$ cat config.mk
export PLATFORM = sky130hd
export DESIGN_NAME = irq_src_ctrl
export DESIGN_NICKNAME = d
export VERILOG_FILES = /design/src/rtl/irq_src_pkg.sv /design/src/rtl/irq_src_slot.sv /design/src/rtl/irq_src_arb.sv /design/src/rtl/irq_src_ctrl.sv
export SDC_FILE = /design/constraint.sdc
export NUM_CORES = 1
export LEC_CHECK = 0
export BUFFER_PORTS_ARGS = -buffer_cell sky130_fd_sc_hd__buf_2
export CAP_MARGIN = 25
export CORE_MARGIN = 10
export CORE_UTILIZATION = 25
export DETAILED_ROUTE_END_ITERATION = 7
export PLACE_DENSITY = 0.45
export REMOVE_ABC_BUFFERS = 1
export SETUP_SLACK_MARGIN = 0.05
export SYNTH_ARGS = -nofsm -noshare
export SYNTH_HDL_FRONTEND = slang
export SYNTH_SLANG_ARGS = --single-unit
$ cat constraint.sdc
create_clock -name clk -period 4.6 [get_ports clk]
set_input_delay 0 -clock clk [delete_from_list [all_inputs] [get_ports clk]]
set_output_delay 0 -clock clk [all_outputs]
set_load 0.005 [all_outputs]
$ cat src/rtl/irq_src_pkg.sv
package irq_src_pkg;
  typedef enum logic [1:0] {
    OP_NOP    = 2'd0,
    OP_REJECT = 2'd1,
    OP_EOI    = 2'd2,
    OP_RESEND = 2'd3
  } cmd_op_e;
endpackage

$ cat src/rtl/irq_src_slot.sv
module irq_src_slot #(
  parameter int SRV_W  = 4,
  parameter int PRIO_W = 8
) (
  input  logic              clk,
  input  logic              rst,
  input  logic              irq_line,
  input  logic              cfg_hit,
  input  logic [SRV_W-1:0]  cfg_server,
  input  logic [PRIO_W-1:0] cfg_prio,
  input  logic              cfg_level,
  input  logic              rej_hit,
  input  logic              eoi_hit,
  input  logic              resend,
  input  logic              grant,
  output logic              ready_o,
  output logic [SRV_W-1:0]  server_o,
  output logic [PRIO_W-1:0] prio_o
);
  localparam logic [PRIO_W-1:0] MASKED = '1;

  logic line_q, level_q, sent_q, rej_q, mpend_q, req_q;
  logic [SRV_W-1:0]  srv_q;
  logic [PRIO_W-1:0] prio_q;

  logic n_level, n_sent, n_rej, n_mpend, n_req;
  logic [SRV_W-1:0]  n_srv;
  logic [PRIO_W-1:0] n_prio;

  function automatic logic lvl_go(input logic [PRIO_W-1:0] p, input logic a, input logic s);
    return (p != MASKED) && a && !s;
  endfunction

  always_comb begin
    n_level = level_q; n_sent = sent_q; n_rej = rej_q;
    n_mpend = mpend_q; n_req = req_q; n_srv = srv_q; n_prio = prio_q;
    if (grant) n_req = 1'b0;
    // line activity
    if (level_q) begin
      if ((irq_line != line_q) && lvl_go(prio_q, irq_line, n_sent)) begin
        n_sent = 1'b1; n_req = 1'b1;
      end
    end else if (irq_line && !line_q) begin
      if (prio_q != MASKED) n_req = 1'b1;
      else n_mpend = 1'b1;
    end
    // configuration
    if (cfg_hit) begin
      n_srv = cfg_server; n_prio = cfg_prio; n_level = cfg_level;
      if (cfg_level) begin
        if (lvl_go(cfg_prio, irq_line, n_sent)) begin
          n_sent = 1'b1; n_req = 1'b1;
        end
      end else if (n_mpend && (cfg_prio != MASKED)) begin
        n_mpend = 1'b0; n_req = 1'b1;
      end
    end
    // presenter commands
    if (rej_hit) begin
      n_rej = 1'b1; n_sent = 1'b0;
    end
    if (eoi_hit && n_level) begin
      n_sent = 1'b0;
      if (lvl_go(n_prio, irq_line, 1'b0)) begin
        n_sent = 1'b1; n_req = 1'b1;
      end
    end
    if (resend) begin
      if (n_level) begin
        if (lvl_go(n_prio, irq_line, n_sent)) begin
          n_sent = 1'b1; n_req = 1'b1;
        end
      end else if (n_rej) begin
        n_rej = 1'b0;
        if (n_prio != MASKED) n_req = 1'b1;
      end
    end
  end

  always_ff @(posedge clk) begin
    if (rst) begin
      line_q <= 1'b0; level_q <= 1'b0; sent_q <= 1'b0; rej_q <= 1'b0;
      mpend_q <= 1'b0; req_q <= 1'b0; srv_q <= '0; prio_q <= MASKED;
    end else begin
      line_q <= irq_line; level_q <= n_level; sent_q <= n_sent; rej_q <= n_rej;
      mpend_q <= n_mpend; req_q <= n_req; srv_q <= n_srv; prio_q <= n_prio;
    end
  end

  assign ready_o  = req_q && (prio_q != MASKED);
  assign server_o = srv_q;
  assign prio_o   = prio_q;

  // a level source only becomes sent while its line is high
  assert_level_sent_R4: assert property (@(posedge clk) disable iff (rst)
    (level_q && $rose(sent_q)) |-> line_q);
  // reject leaves rejected set and sent clear
  assert_reject_flags_R6: assert property (@(posedge clk) disable iff (rst)
    rej_hit |=> (rej_q && !sent_q));
endmodule

$ cat src/rtl/irq_src_arb.sv
module irq_src_arb #(
  parameter int NSRC   = 8,
  parameter int SRV_W  = 4,
  parameter int PRIO_W = 8,
  parameter int NUM_W  = 8,
  parameter int BASE   = 16
) (
  input  logic                     clk,
  input  logic                     rst,
  input  logic [NSRC-1:0]          ready_vec,
  input  logic [NSRC*SRV_W-1:0]    srv_flat,
  input  logic [NSRC*PRIO_W-1:0]   prio_flat,
  input  logic                     pres_ready,
  output logic [NSRC-1:0]          grant,
  output logic                     pres_valid,
  output logic [SRV_W-1:0]         pres_server,
  output logic [NUM_W-1:0]         pres_num,
  output logic [PRIO_W-1:0]        pres_prio
);
  localparam int IDX_W = (NSRC > 1) ? $clog2(NSRC) : 1;
  localparam logic [PRIO_W-1:0] MASKED = '1;

  logic             take, found;
  logic [IDX_W-1:0] pick;

  assign take = !pres_valid || pres_ready;

  always_comb begin
    found = 1'b0;
    pick  = '0;
    for (int i = NSRC - 1; i >= 0; i--) begin
      if (ready_vec[i]) begin
        found = 1'b1;
        pick  = IDX_W'(i);
      end
    end
  end

  for (genvar g = 0; g < NSRC; g++) begin : g_grant
    assign grant[g] = take && found && (pick == IDX_W'(g));
  end

  always_ff @(posedge clk) begin
    if (rst) begin
      pres_valid  <= 1'b0;
      pres_server <= '0;
      pres_num    <= '0;
      pres_prio   <= '0;
    end else if (take) begin
      pres_valid <= found;
      if (found) begin
        pres_server <= srv_flat[pick*SRV_W +: SRV_W];
        pres_prio   <= prio_flat[pick*PRIO_W +: PRIO_W];
        pres_num    <= NUM_W'(BASE) + NUM_W'(pick);
      end
    end
  end

  assert_one_grant_R10: assert property (@(posedge clk) disable iff (rst)
    $onehot0(grant));
  assert_hold_fields_R10: assert property (@(posedge clk) disable iff (rst)
    (pres_valid && !pres_ready) |=> (pres_valid && $stable(pres_num)
      && $stable(pres_prio) && $stable(pres_server)));
  assert_never_masked_R2: assert property (@(posedge clk) disable iff (rst)
    pres_valid |-> (pres_prio != MASKED));
  assert_num_range_R8: assert property (@(posedge clk) disable iff (rst)
    pres_valid |-> ((int'(pres_num) >= BASE) && (int'(pres_num) < BASE + NSRC)));
endmodule

$ cat src/rtl/irq_src_ctrl.sv
module irq_src_ctrl
  import irq_src_pkg::*;
#(
  parameter int NSRC   = 8,
  parameter int SRV_W  = 4,
  parameter int PRIO_W = 8,
  parameter int NUM_W  = 8,
  parameter int BASE   = 16
) (
  input  logic              clk,
  input  logic              rst,
  input  logic [NSRC-1:0]   irq_in,
  input  logic              cfg_we,
  input  logic [NUM_W-1:0]  cfg_num,
  input  logic [SRV_W-1:0]  cfg_server,
  input  logic [PRIO_W-1:0] cfg_prio,
  input  logic              cfg_level,
  input  logic              cmd_valid,
  input  logic [1:0]        cmd_op,
  input  logic [NUM_W-1:0]  cmd_num,
  output logic              pres_valid,
  input  logic              pres_ready,
  output logic [SRV_W-1:0]  pres_server,
  output logic [NUM_W-1:0]  pres_num,
  output logic [PRIO_W-1:0] pres_prio,
  output logic              err_pulse
);
  localparam int IDX_W = (NSRC > 1) ? $clog2(NSRC) : 1;

  cmd_op_e op;
  assign op = cmd_op_e'(cmd_op);

  logic             cfg_ok, cmd_ok, is_rej, is_eoi, is_resend;
  logic [NUM_W-1:0] cfg_off, cmd_off;
  logic [IDX_W-1:0] cfg_idx, cmd_idx;

  assign cfg_ok    = (int'(cfg_num) >= BASE) && (int'(cfg_num) < BASE + NSRC);
  assign cmd_ok    = (int'(cmd_num) >= BASE) && (int'(cmd_num) < BASE + NSRC);
  assign cfg_off   = cfg_num - NUM_W'(BASE);
  assign cmd_off   = cmd_num - NUM_W'(BASE);
  assign cfg_idx   = cfg_off[IDX_W-1:0];
  assign cmd_idx   = cmd_off[IDX_W-1:0];
  assign is_rej    = cmd_valid && (op == OP_REJECT);
  assign is_eoi    = cmd_valid && (op == OP_EOI);
  assign is_resend = cmd_valid && (op == OP_RESEND);

  logic [NSRC-1:0]        ready_vec, grant;
  logic [NSRC*SRV_W-1:0]  srv_flat;
  logic [NSRC*PRIO_W-1:0] prio_flat;

  for (genvar g = 0; g < NSRC; g++) begin : g_slot
    logic hit_cfg, hit_cmd;
    assign hit_cfg = cfg_we && cfg_ok && (cfg_idx == IDX_W'(g));
    assign hit_cmd = cmd_ok && (cmd_idx == IDX_W'(g));
    irq_src_slot #(.SRV_W(SRV_W), .PRIO_W(PRIO_W)) u_slot (
      .clk(clk), .rst(rst), .irq_line(irq_in[g]),
      .cfg_hit(hit_cfg), .cfg_server(cfg_server), .cfg_prio(cfg_prio),
      .cfg_level(cfg_level),
      .rej_hit(is_rej && hit_cmd), .eoi_hit(is_eoi && hit_cmd),
      .resend(is_resend), .grant(grant[g]),
      .ready_o(ready_vec[g]),
      .server_o(srv_flat[g*SRV_W +: SRV_W]),
      .prio_o(prio_flat[g*PRIO_W +: PRIO_W])
    );
  end

  irq_src_arb #(.NSRC(NSRC), .SRV_W(SRV_W), .PRIO_W(PRIO_W),
                .NUM_W(NUM_W), .BASE(BASE)) u_arb (
    .clk(clk), .rst(rst), .ready_vec(ready_vec), .srv_flat(srv_flat),
    .prio_flat(prio_flat), .pres_ready(pres_ready), .grant(grant),
    .pres_valid(pres_valid), .pres_server(pres_server),
    .pres_num(pres_num), .pres_prio(pres_prio)
  );

  always_ff @(posedge clk) begin
    if (rst) err_pulse <= 1'b0;
    else     err_pulse <= (is_rej || is_eoi) && !cmd_ok;
  end

  // the error pulse never lasts two cycles without a fresh bad command
  assert_err_single_R9: assert property (@(posedge clk) disable iff (rst)
    (err_pulse && !$past(cmd_valid)) |-> 1'b0);
endmodule

# Word-level counts from Yosys, hierarchy flattened
# Index checks and enable logic that the tools add are counted.
[totals] ff_bits=166 in_bits=44 elab_cells=623
[op_classes] n_addsub=3 n_lt_le_gt_ge=4 n_eq_ne=49 n_shift=2 n_mux=320 reduce_logical=176
[op_table] op="$mux 1" count=304
[op_table] op="$logic_and 1x1->1" count=136
[op_table] op="$ne 8x8->1 const B" count=17
[op_table] op="$mux 8" count=8
[op_table] op="$shiftx 64x7->8" count=1
[op_table] op="$eq 3x3->1 const B" count=12
[op_table] op="$logic_not 1->1" count=34
[op_table] op="$shiftx 32x6->4" count=1
[op_table] op="$mux 3" count=8
[op_table] op="$eq 3x2->1 const B" count=6
[op_table] op="$ge 8x5->1 const B" count=2
[op_table] op="$lt 8x5->1 const B" count=2
[op_table] op="$eq 3x1->1 const B" count=3
[op_table] op="$logic_not 3->1" count=3
[op_table] op="$ne 1x1->1" count=8
[op_table] op="$add 5x3->6 const A" count=1
[op_table] op="$sub 3x1->3 const B" count=2
[op_table] op="$eq 2x2->1 const B" count=2
[op_table] op="$eq 2x1->1 const B" count=1
[op_table] op="$logic_or 1x1->1" count=2
[op_table] op="$reduce_and 2->1" count=1

# Depth between registers and ports, before layout
# Gate-level depths: netlist (run 1).
[depth] ltp_word=25 depth_mapped=10 mapped_depth_nobuf=9

# Cells and area by module
# From an unflattened synthesis (run 1), not the netlist that was laid out.
[unflattened] hier_cells=959 area_unflattened_um2=8613.3
[by_module_without_submodules] mod="irq_src_slot" n_inst=8 cells_per_inst=94 area_per_inst_um2=849.6 seq_area_each_um2=360.3
[by_module_without_submodules] mod="irq_src_arb" n_inst=1 cells_per_inst=156 area_per_inst_um2=1450.1 seq_area_each_um2=340.3
[by_module_without_submodules] mod="irq_src_ctrl" n_inst=1 cells_per_inst=51 area_per_inst_um2=366.6 seq_area_each_um2=20.0

# Worst setup path after synthesis (run 1)
# No wires, ideal clock.
[synth_path] path_kind="register to register" from="register g_slot[3].u_slot.prio_q[6]" to="register u_arb.pres_prio[0]" setup_time_ns=0.133 t_arrival_ns=2.042 slack_ns=2.424 path_stages_with_launch=9 period_less_slack_ns=2.176 path_cell_list="dfxtp_1 -> nand4_1 -> o21ai_1 -> o211ai_1 -> nand3_1 -> clkbuf_1 -> mux2_2 -> a222oi_1 -> o22ai_1"
[synth_between] elab_chain_len=7
[synth_rtl] item="from (decl)" line="irq_src_slot.sv:24" text="logic [PRIO_W-1:0] prio_q;"
[synth_rtl] item="from (signal assigned)" line="irq_src_slot.sv:86" text="mpend_q <= n_mpend; req_q <= n_req; srv_q <= n_srv; prio_q <= n_prio;"
[synth_rtl] item="$ne 8x8->1 (*)" line="irq_src_slot.sv:90" text="assign ready_o = req_q && (prio_q != MASKED);"
[synth_rtl] item="$logic_and 1x1->1 (*)" line="irq_src_slot.sv:90"
[synth_rtl] item="$mux 3 / $mux 1 (equally long branches) (4 in a row)" line="irq_src_arb.sv:32" text="if (ready_vec[i]) begin"
[synth_rtl] item="$shiftx 64x7->8 / $reduce_and 2->1 (equally long branches)"
[synth_rtl] item="to (signal assigned)" line="irq_src_arb.sv:53" text="pres_prio <= prio_flat[pick*PRIO_W +: PRIO_W];"
[synth_rtl] item="to (decl)" line="irq_src_arb.sv:18" text="output logic [PRIO_W-1:0] pres_prio"
# Mark *: on every way between the ends. The rest lies on a longest branch, timed or not.
# A chain may end at the register's enable or synchronous reset.

# Worst setup path in the final report (run 1)
[layout_path] from="register g_slot[2].u_slot.prio_q[3]" to="register g_slot[6].u_slot.req_q"
[layout_between] elab_chain_len=20
[layout_rtl] item="from (decl)" line="irq_src_slot.sv:24"
[layout_rtl] item="from (signal assigned)" line="irq_src_slot.sv:86"
[layout_rtl] item="$ne 8x8->1 (*)" line="irq_src_slot.sv:90"
[layout_rtl] item="$logic_and 1x1->1 (*)" line="irq_src_slot.sv:90"
[layout_rtl] item="$mux 3 / $mux 1 (equally long branches) (3 in a row)" line="irq_src_arb.sv:32"
[layout_rtl] item="$eq 3x3->1 / $logic_and 1x1->1 (equally long branches)" line="irq_src_arb.sv:40" text="assign grant[g] = take && found && (pick == IDX_W'(g));"
[layout_rtl] item="$logic_and 1x1->1 (*)" line="irq_src_arb.sv:40"
[layout_rtl] item="$mux 1 (*)" line="irq_src_slot.sv:37" text="if (grant) n_req = 1'b0;"
[layout_rtl] item="$mux 1" line="irq_src_slot.sv:44" text="if (prio_q != MASKED) n_req = 1'b1;"
[layout_rtl] item="$mux 1" line="irq_src_slot.sv:43" text="end else if (irq_line && !line_q) begin"
[layout_rtl] item="[... 2 more ...]"
[layout_rtl] item="$mux 1" line="irq_src_slot.sv:50" text="if (cfg_level) begin"
[layout_rtl] item="$mux 1 (*)" line="irq_src_slot.sv:48" text="if (cfg_hit) begin"
[layout_rtl] item="$mux 1" line="irq_src_slot.sv:64" text="if (lvl_go(n_prio, irq_line, 1'b0)) begin"
[layout_rtl] item="$mux 1 (*)" line="irq_src_slot.sv:62" text="if (eoi_hit && n_level) begin"
[layout_rtl] item="$mux 1" line="irq_src_slot.sv:75" text="if (n_prio != MASKED) n_req = 1'b1;"
[layout_rtl] item="$mux 1" line="irq_src_slot.sv:73" text="end else if (n_rej) begin"
[layout_rtl] item="$mux 1" line="irq_src_slot.sv:69" text="if (n_level) begin"
[layout_rtl] item="$mux 1 (*)" line="irq_src_slot.sv:68" text="if (resend) begin"
[layout_rtl] item="to (signal assigned)" line="irq_src_slot.sv:86"
[layout_rtl] item="to (decl)" line="irq_src_slot.sv:22" text="logic line_q, level_q, sent_q, rej_q, mpend_q, req_q;"
# Marks and branches as above.

==> impl_metrics.py, run 1 <==
metrics = {
    "run_status": {
        "status": "complete, no violations",
    },
    "critical_path": {
        "crit_path_cell_trace": "nand4_1, o21ai_0, nand4_2, nor2_1, nand4_1, a221oi_1, o2bb2ai_1",
        "slowest_stage": "nor2_1",
        "critPathRequiredTime_ns": 4.90,
        "critPathMaxStageDelay_ns": 0.60,
        "critPathLaunchType": "register",
        "path_max_fanout": 10,
        "critPathArrivalTime_ns": 3.19,
        "critPathKind": "register to register",
        "crit_top_cell": "nand4_1",
        "endpoint_kind": "register",
        "rrSetupSlack_ns": 1.71,
    },
    "drt": {
        "drt_iter0_drc": 699,
        "drt-total-wl_mm": 28.99,
        "via_count": 7666,
        "post-route-drc-count": 0,
        "wl_per_cell_um": 18.98,
        "postRouteAntennaNets": 0,
        "drtPass1Iterations": 5,
        "viasPerCell": 5.020,
    },
    "sta": {
        "fin_crit_sh": 0.6282,
        "relSlewSlack": 0.3397,
        "drv_slew": 0,
        "hold_violations": 0,
        "finalClockSkew_ns": 0.01281,
        "rsz0062_at_grt": "false",
        "final.setup.tns_ns": 0,
        "tightest_slew_ns": 0.9874,
        "finalSetupViolCount": 0,
        "period_minus_slack_ns": 2.890,
        "fmax_mhz": 346.0,
    },
    "place": {
        "gp_congestion": 0.8307,
        "dp.cells": 1472,
        "portBuffers": 61,
        "dp_hpwl_mm": 20.43,
    },
    "synthesis": {
        "syn_avg_cell_area_um2": 7.904,
        "synth-xor-area-share": 0,
        "synth_top_area_frac": 0.3995,
        "dominantRegCellSynth": "dfxtp_1",
        "synth.area.mux_share": 0.04562,
        "synthAdderAreaFrac": 0.01233,
        "ys_ff_latch": 162,
        "synth_top_family_by_area": "simple AND/OR/NAND/NOR gates",
        "syn_area_um2": 8118,
        "postSynthCellCount": 1027,
        "synth-async-reset-ratio": 0,
        "synth_edf_count": 0,
        "synthTopCellsByArea": "dfxtp_1, nand2_1, nand3b_1",
        "synth_simple_gate_area_share": 0.3135,
        "synth_compound_area_frac": 0.1785,
        "yosys.area.top_type": "dfxtp_1",
        "ys_types": 67,
        "ys_warn_count": 0,
        "yosysSeqAreaShare": 0.3995,
    },
    "layout": {
        "drive_gt1_frac": 0.1364,
        "layoutNonFillerInstCount": 1527,
        "final_common_cell": "nand2_1",
        "final_core_util": 0.3040,
        "nets": 1132,
        "most-common-layout-cells": "nand2_1, dfxtp_1, nand3b_1",
        "area_growth_pct": 19.10,
        "n_antenna_cell": 0,
    },
    "power_and_ir_drop": {
        "power.density_nw_per_um2": 320.5,
        "power.leakage_nw": 3.790,
        "ir_drop_v": 0.0002668,
    },
    "cts": {
        "clock_path_buffers": 2,
        "clkTransAtPathRegs_ns": 0.07,
        "root_buffer": "clkbuf_16",
        "post_cts_resized": 0,
        "cts_made_buffers": 17,
        "clk_latency_ns": 0.44,
        "holdBufCountCts": 24,
        "clock_sinks": 162,
        "htree_levels": 4,
        "post-cts-setup-buffer-count": 0,
        "cts_tree": "yes",
    },
    "floorplan": {
        "fp.coreArea_um2": 31800,
        "die_height_um": 200.2,
        "start_util": 0.2553,
        "die_area_um2": 40080,
        "rows": 65,
        "die_w_um": 200.2,
        "io_pins": 66,
    },
    "global_route": {
        "grt_pass1_wl_mm": 45.36,
        "grt_max_degree": 67,
        "grtUsageTotal": 0.1424,
        "globalRouteOverflowTotal": 0,
        "grt_pass1_vias": 7419,
        "antenna_found_initial": 0,
    },
    "job": {
        "max-cap-violations": 0,
    },
    "min_path": {
        "min_path_type": "input port to register",
    },
}
-- report_power, final --
part           switching, W  internal, W
sequential       0.00000515      0.00141
clock              0.000626     0.000868
combinational      0.000116    0.0000693
-- cells in the mapped netlist (4+ instances only) --
cell type  count
nand2_1      242
dfxtp_1      162
nand3b_1      69
a21oi_1       64
nor2_1        60
clkbuf_1      51
nand4_1       31
nor3_1        28
o21ai_0       27
mux2_2        24
inv_1         23
nor2b_1       23
a222oi_1      19
a211oi_1      17
buf_2         14
nand2b_1      14
o22ai_1       14
a31oi_1       10
mux2i_1       10
o211ai_1       9
ha_1           8
a21o_1         7
a21boi_0       6
nand3_1        6
a32oi_1        5
buf_4          5
o21ai_1        4
o32ai_1        4
-- layer usage --
metal | GRT usage | up-vias | wire [um]
li1 | - | 3749 | -
met1 | 0.2012 | 3675 | 14430
met2 | 0.2162 | 212 | 12700
met3 | 0.02676 | 30 | 1431
met4 | 0.03707 | 0 | 431
met5 | 0 | - | 0
-- path summary, 6_finish.rpt --
kind / start / endpoint / depth (start not counted)
worst min-delay path: rst / g_slot[0].u_slot.level_q / 2
worst min register to register: u_arb.pres_num[4] / u_arb.pres_num[4] / 2
worst max register to register: g_slot[2].u_slot.prio_o[3] / g_slot[6].u_slot.req_q / 7
worst max-delay path: g_slot[2].u_slot.prio_o[3] / g_slot[6].u_slot.req_q / 7
-- flip-flops by register name, indices dropped and copies added, names as in the netlist --
name                    flops
g_slot.u_slot.sent_q        8
g_slot.u_slot.req_q         8
err_pulse                   1
u_arb.pres_server           4
g_slot.u_slot.prio_o       64
g_slot.u_slot.line_q        8
g_slot.u_slot.level_q       8
g_slot.u_slot.server_o     32
g_slot.u_slot.rej_q         8
u_arb.pres_prio             8
g_slot.u_slot.mpend_q       8
u_arb.pres_num              4
u_arb.pres_valid            1
-- area by class of cell --
class,count,area [um^2]
Fill cell,3452,22130
Tap cell,435,544.3
Inverter,23,86.33
Clock buffer,19,442.9
Sequential cell,162,3243
Timing Repair Buffer,106,709.4
Multi-Input combinational cell,770,4486
Clock inverter,12,156.4
-- critical path, delay by kind of cell, from the launching register on --
family | cells | cell delay (ns)
AND/OR/NAND/NOR | 4 | 1.40
AO/OA/AOI/OAI | 3 | 1.00
flip-flops | 1 | 0.35
-- per-stage QoR --
| stage | area (um^2) | hold WS (ns) | total power, W | setup WS, ns |
|---|---|---|---|---|
| global placement | 8810 | 0.2862 | 0.001621 | 1.783 |
| CTS | 9668 | 0.02111 | 0.003133 | 1.783 |
| floorplan | 7809 | 0.06669 | 0.001520 | 1.905 |
| finish | 9668 | 0.04344 | 0.003098 | 1.710 |
| detailed placement | 8828 | 0.3001 | 0.001621 | 1.787 |
| global route | 9668 | 0.05664 | 0.003215 | 1.534 |
-- cell families after synthesis --
group | Yosys count
compound gates | 216
fa+ha+maj | 8
buf+inv | 98
flops | 162
mux | 34
other cells | 1
simple gates | 508
(Power assumes the default switching activity.)
==> run 2, diff against run 1 <==
==> constraint.sdc (replaced) <==
create_clock -name clk -period 3 [get_ports clk]
set_input_delay 0 -clock clk [delete_from_list [all_inputs] [get_ports clk]]
set_output_delay 0 -clock clk [all_outputs]
set_load 0.005 [all_outputs]
==> run 2 against run 1 <==
Compared with the run above:
- first-iteration DRC count up 9.7%
- sequential share of layout area down 0.68 points
- wire length up 0.65%
- count of clock-buffer cells in the layout down 1
- sequential cell count unchanged
- register-to-register slack worse by 1.2 ns
- final cell count up 1.4%
- clock power up 55%
- power up 54%
- sequential power up 54%
- largest power group unchanged
- highest routed layer unchanged
==> impl_metrics.py, run 2 (synthesis gave the netlist of run 1 again) <==
metrics = {
    "power_and_ir_drop": {
        "switching_power_w": 0.001217,
        "power.density_nw_per_um2": 484.3,
        "power.leakage_nw": 3.923,
        "ir_drop_v": 0.0003785,
        "pwr-share-seq": 0.455,
        "comb_power_share": 0.062,
        "clockPowerShare": 0.483,
        "netSwitchingFraction": 0.2547,
        "p_int_w": 0.003562,
    },
    "layout": {
        "final_common_cell": "nand2_1",
        "most-common-layout-cells": "nand2_1, dfxtp_1, nand3b_1",
        "nets": 1153,
        "drive_gt1_frac": 0.1544,
        "largest_reg_flops": 64,
        "area_growth_pct": 21.58,
        "n_antenna_cell": 0,
        "layoutNonFillerInstCount": 1549,
    },
    "sta": {
        "hold_violations": 0,
        "final.setup.tns_ns": 0,
        "drv_slew": 0,
        "hold_slack_ns": 0.004037,
        "finalSetupViolCount": 0,
        "setup_ws_ns": 0.5153,
        "relSlewSlack": 0.4900,
        "fmax_mhz": 402.5,
        "finalClockSkew_ns": 0.01745,
        "rsz0062_at_grt": "false",
        "period_minus_slack_ns": 2.485,
        "fin_crit_sh": 0.8282,
        "tightest_slew_ns": 0.7552,
    },
    "run_status": {
        "status": "complete, no violations",
    },
    "drt": {
        "postRouteAntennaNets": 0,
        "drt-total-wl_mm": 29.18,
        "drtPass1Iterations": 7,
        "wl_per_cell_um": 18.84,
        "viasPerCell": 5.010,
        "post-route-drc-count": 0,
        "via_count": 7761,
        "drt_iter0_drc": 767,
    },
    "critical_path": {
        "r2r-end": "u_arb.pres_prio[2]",
        "path_max_fanout": 9,
        "rrSetupSlack_ns": 0.53,
        "critPathArrivalTime_ns": 2.86,
        "worstSetupEndpoint": "g_slot[6].u_slot.req_q",
        "rr_worst_depth": 7,
        "endpoint_kind": "register",
        "critPathKind": "input port to register",
        "critPathLaunchType": "input port",
        "reg2reg_from": "g_slot[4].u_slot.prio_o[2]",
        "critPathRequiredTime_ns": 3.37,
        "startpoint": "cfg_prio[1]",
    },
    "cts": {
        "clock_path_buffers": 2,
        "clock_sinks": 162,
        "root_buffer": "clkbuf_16",
        "cts_tree": "yes",
        "clk_latency_ns": 0.44,
        "htree_levels": 4,
        "clkTransAtPathRegs_ns": 0.08,
        "cts_made_buffers": 17,
        "post-cts-setup-buffer-count": 0,
    },
    "place": {
        "gp_congestion": 0.8724,
        "portBuffers": 61,
        "dp_hpwl_mm": 21.15,
        "place_ws_ns": 0.5704,
        "dp.cells": 1493,
    },
    "floorplan": {
        "die_area_um2": 40080,
        "rows": 65,
        "die_w_um": 200.2,
        "start_util": 0.2553,
        "die_height_um": 200.2,
        "fp.coreArea_um2": 31800,
        "io_pins": 66,
    },
    "global_route": {
        "grt_pass1_vias": 7394,
        "grtUsageTotal": 0.1418,
        "grt_max_degree": 82,
        "globalRouteOverflowTotal": 0,
        "grt_pass1_wl_mm": 44.98,
        "antenna_found_initial": 0,
    },
    "min_path": {
        "hold_depth": 4,
        "min_path_type": "input port to register",
    },
    "job": {
        "max-cap-violations": 0,
    },
}
[run 2: power by group through the flow]
stage | registers, W | logic, W | clock network, W
6_report | 0.00218 | 0.000294 | 0.00231
5_1_grt | 0.00218 | 0.000323 | 0.00244
4_1_cts | 0.00218 | 0.000296 | 0.00235
3_5_place_dp | 0.00223 | 0.000270 | 0
3_3_place_gp | 0.00223 | 0.000270 | 0
2_1_floorplan | 0.00222 | 0.000108 | 0
[run 2: timing repair]
| item | in CTS | in global routing |
|---|---|---|
| gates resized for setup | 0 | 0 |
| hold buffers | 24 | 0 |
| endpoints found under the hold margin | 105 | 0 |
[run 2: metal layers]
| metal | part of all wire | GRT usage | vias up |
|---|---|---|---|
| met5 | 0 | 0 | - |
| li1 | - | - | 3800 |
| met3 | 0.055 | 0.02869 | 22 |
| met4 | 0.012 | 0.03489 | 0 |
| met2 | 0.45 | 0.2220 | 243 |
| met1 | 0.48 | 0.1944 | 3696 |
[run 2: how the worst min path moves through the flow]
stage,startpoint,end
2_1_floorplan,rst,g_slot[5].u_slot.line_q
3_3_place_gp,irq_in[4],g_slot[4].u_slot.line_q
3_5_place_dp,irq_in[4],g_slot[4].u_slot.line_q
4_1_cts,cfg_prio[0],g_slot[6].u_slot.prio_o[0]
5_1_grt,cfg_prio[0],g_slot[7].u_slot.prio_o[0]
6_report,cfg_prio[7],g_slot[7].u_slot.prio_o[7]
[run 2: worst max-delay path: stages]
cell and delay (ns):
dlygate4sd3_1 0.53, buf_2 0.26, nand4_1 0.38, or2_1 0.36
and2_0 0.37, a311oi_1 0.43, a21oi_1 0.11, o31ai_1 0.27
o2bb2ai_1 0.14
[run 2: layout make-up]
| class | instances | area (um^2) |
|---|---|---|
| timing repair buffer | 127 | 900.9 |
| sequential | 162 | 3243 |
| clock buffer | 18 | 439.2 |
| inverter | 23 | 86.33 |
| fill | 3394 | 21930 |
| clock inverter | 14 | 170.2 |
| tap | 435 | 544.3 |
| multi-input combinational | 770 | 4486 |
[run 2: through the flow]
step                      total power (W)    util  instance area [um^2]
after floorplan                  0.002331       -                  7809
after global placement           0.002496  0.2837                  9020
after detailed placement         0.002496  0.2837                  9020
after CTS                        0.004825  0.3104                  9869
after global routing             0.004941  0.3104                  9869
final                            0.004780  0.3104                  9869
==> run 3, diff against run 2 <==
--- a/config.mk
+++ b/config.mk
@@ -5,12 +5,13 @@
 export SDC_FILE = /design/constraint.sdc
 export NUM_CORES = 1
 export LEC_CHECK = 0
+export ABC_AREA = 1
 export BUFFER_PORTS_ARGS = -buffer_cell sky130_fd_sc_hd__buf_2
 export CAP_MARGIN = 25
 export CORE_MARGIN = 10
 export CORE_UTILIZATION = 25
 export DETAILED_ROUTE_END_ITERATION = 7
-export PLACE_DENSITY = 0.45
+export PLACE_DENSITY = 0.46
 export REMOVE_ABC_BUFFERS = 1
 export SETUP_SLACK_MARGIN = 0.05
 export SYNTH_ARGS = -nofsm -noshare
==> constraint.sdc (replaced) <==
create_clock -name clk -period 2.2 [get_ports clk]
set_input_delay 0 -clock clk [delete_from_list [all_inputs] [get_ports clk]]
set_output_delay 0 -clock clk [all_outputs]
set_load 0.005 [all_outputs]
==> run 3 against run 2 <==
Compared with the run above:
- die area grew 8.1%
- non-clock buffer count grew 34
- design area grew 14%
- critical path depth grew 7
- sequential cell count is the same
- sequential power grew 36%
- critical path type is now register to register
- critical endpoint is now u_arb.pres_prio[2]
==> impl_metrics.py, run 3 <==
metrics = {
    "critical_path": {
        "critPathKind": "register to register",
        "endpoint_kind": "register",
        "critPathArrivalTime_ns": 2.52,
        "r2r-end": "u_arb.pres_prio[2]",
        "critPathLaunchType": "register",
        "reg2reg_from": "g_slot[0].u_slot.prio_o[3]",
        "rr_worst_depth": 16,
        "critPathRequiredTime_ns": 2.59,
        "path_max_fanout": 13,
        "rrSetupSlack_ns": 0.07,
    },
    "synthesis": {
        "dominantRegCellSynth": "dfxtp_1",
        "synth_top_area_frac": 0.3663,
        "postSynthCellCount": 1360,
        "synth_edf_count": 0,
        "synth.area.mux_share": 0,
        "synth-xor-area-share": 0,
        "ys_types": 41,
        "ys_ff_latch": 162,
        "synth-async-reset-ratio": 0,
        "synth_simple_gate_area_share": 0.4173,
        "yosys.area.top_type": "dfxtp_1",
        "yosys.cell_count.top_type": "nand2_1",
        "syn_area_um2": 8853,
        "synth_top_family_by_area": "simple AND/OR/NAND/NOR gates",
        "synth_commonest_cells": "nand2_1, nor2_1, dfxtp_1",
        "syn_avg_cell_area_um2": 6.510,
        "synth_compound_area_frac": 0.1067,
        "synthAdderAreaFrac": 0.01131,
        "ys_warn_count": 0,
        "synthTopCellsByArea": "dfxtp_1, nand2_1, nand3_1",
        "yosysSeqAreaShare": 0.3663,
    },
    "drt": {
        "viasPerCell": 4.711,
        "via_count": 9182,
        "drtPass1Iterations": 5,
        "drt_iter0_drc": 760,
        "wl_per_cell_um": 16.34,
        "drt-total-wl_mm": 31.85,
        "post-route-drc-count": 0,
        "postRouteAntennaNets": 0,
    },
    "power_and_ir_drop": {
        "power.leakage_nw": 5.852,
        "ir_drop_v": 0.0005423,
        "power.density_nw_per_um2": 587.6,
        "fin_total_pwr_w": 0.006592,
    },
    "min_path": {
        "hold_end": "err_pulse",
        "min_path_type": "input port to register",
        "hold_depth": 5,
        "min-delay-start": "cmd_valid",
    },
    "sta": {
        "fmax_mhz": 468.6,
        "hold_violations": 0,
        "tightest_slew_ns": 0.8713,
        "drv_slew": 0,
        "finalClockSkew_ns": 0.01382,
        "rsz0062_at_grt": "true",
        "final.setup.tns_ns": 0,
        "period_minus_slack_ns": 2.134,
        "finalSetupViolCount": 0,
        "fin_crit_sh": 0.9700,
        "relSlewSlack": 0.4191,
    },
    "global_route": {
        "use_met2": 0.2204,
        "grt_use_met3": 0.02516,
        "grtUsageTotal": 0.1417,
        "antenna_found_initial": 0,
        "gr-usage-met1": 0.1958,
        "globalRouteOverflowTotal": 0,
        "grt_pass1_wl_mm": 49.01,
        "grt_pass1_vias": 8589,
        "grt_most_used_layer": "met2",
        "grt_max_degree": 83,
    },
    "cts": {
        "clkTransAtPathRegs_ns": 0.07,
        "root_buffer": "clkbuf_16",
        "cts_tree": "yes",
        "cts_made_buffers": 17,
        "htree_levels": 4,
        "clk_latency_ns": 0.44,
        "clock_sinks": 162,
        "clock_path_buffers": 2,
    },
    "place": {
        "place_area_um2": 10050,
        "dp_hpwl_mm": 22.64,
        "portBuffers": 61,
        "gp_congestion": 0.8448,
    },
    "layout": {
        "area_growth_pct": 26.71,
        "final_area_um2": 11220,
        "ff_latch_area_um2": 3286,
        "final_common_cell": "nand2_1",
        "n_antenna_cell": 0,
        "largest_reg_flops": 64,
        "nFillCells": 3841,
        "drive_gt1_frac": 0.2135,
        "nets": 1533,
        "multi_input_area_um2": 4862,
        "most-common-layout-cells": "nand2_1, nor2_1, inv_1",
    },
    "floorplan": {
        "die_area_um2": 43340,
        "start_util": 0.2550,
        "rows": 68,
        "die_height_um": 208.2,
        "io_pins": 66,
        "die_w_um": 208.2,
        "fp.coreArea_um2": 34710,
    },
    "job": {
        "max-cap-violations": 0,
    },
    "run_status": {
        "status": "complete, no violations",
    },
}
==> run 3: cell types whose count changed after synthesis, moves of 25 or more <==
cell / delta
nor2_1: +103
a21oi_1: -37
nand4_1: +33
o21ai_1: +25
o21ai_0: +69
nand3_1: +118
nand2_1: +94
or2_2: +57
nand3b_1: -53
inv_1: +121
==> run 3: critical path: stages (launching register included) <==
cell and delay, ns:
dfxtp_2 0.34, nand2_1 0.06, nor2_2 0.13, nand4_1 0.21, nand2_2 0.17, nand2_4 0.07, a21oi_4 0.18, buf_4 0.15
buf_12 0.13, nand3_1 0.09, nand2_1 0.10, inv_1 0.08, nand3_1 0.11, nand2_1 0.07, nand3_1 0.08, nand2_1 0.05
inv_1 0.05
==> run 3: cells by family (layout without fill, tap and decap cells) <==
group / Yosys count / count (layout)
AND/OR/NAND/NOR: 802 / 802
AO/OA/AOI/OAI: 176 / 176
other: 1 / 4
buffers and inverters: 211 / 342
adder cells (fa/ha/maj): 8 / 8
flip-flops: 162 / 162
==> run 3: area by class of cell <==
cell class	count	share of cell area
inverters	149	0.04985
multi-input cells	990	0.4334
repair buffers	161	0.1181
clock inverters	13	0.01550
flip-flops and latches	162	0.2929
clock buffers	19	0.03948
well taps	455	0.05075
==> run 3: timing repair <==
item                                    CTS  global route
gates cloned                              1             5
setup buffers                             1             4
hold endpoints to repair                 53             0
endpoints found under the setup margin    5            19
pin swaps                                 1            18
gates resized for setup                   7            71
hold buffers                             23             0
==> run 3: worst max-delay path by stage <==
stage | startpoint | to | slack [ns] | depth (start not counted)
floorplan | g_slot[2].u_slot.prio_o[1] | u_arb.pres_prio[1] | -1.21 | 14
global placement | g_slot[4].u_slot.prio_o[0] | g_slot[2].u_slot.req_q | 0.04 | 16
detailed placement | g_slot[4].u_slot.prio_o[0] | g_slot[2].u_slot.req_q | -0.01 | 16
CTS | g_slot[5].u_slot.prio_o[1] | u_arb.pres_server[2] | 0.04 | 18
global route | g_slot[0].u_slot.prio_o[2] | u_arb.pres_prio[2] | -0.06 | 16
finish | g_slot[0].u_slot.prio_o[3] | u_arb.pres_prio[2] | 0.07 | 16
==> run 3: routing by layer <==
| layer | part of all wire | wire, um | vias up |
|---|---|---|---|
| met5 | 0 | 0 | - |
| met4 | 0.013 | 419 | 0 |
| met3 | 0.055 | 1751 | 28 |
| met2 | 0.45 | 14280 | 231 |
| met1 | 0.48 | 15410 | 4263 |
| li1 | - | - | 4660 |
==> run 3: metrics by stage <==
stage	util	hold WS, ns	worst slack (ns)	cells
floorplan	-	0.06907	-1.205	1301
global placement	0.2894	0.2673	0.03730	1883
detailed placement	0.2894	0.2701	-0.01093	1883
CTS	0.3152	0.01333	0.04389	1940
global route	0.3232	0.05290	-0.05764	1949
finish	0.3232	0.02613	0.06602	1949
==> run 3: power breakdown <==
| part | leakage [nW] | switching [W] | internal [W] | total [W] |
|---|---|---|---|---|
| combinational | 4.26 | 0.000262 | 0.000139 | 0.000401 |
| clock | 0.297 | 0.00138 | 0.00184 | 0.00322 |
| sequential | 1.29 | 0.00000927 | 0.00296 | 0.00297 |
| total | 5.85 | 0.00165 | 0.00494 | 0.00659 |
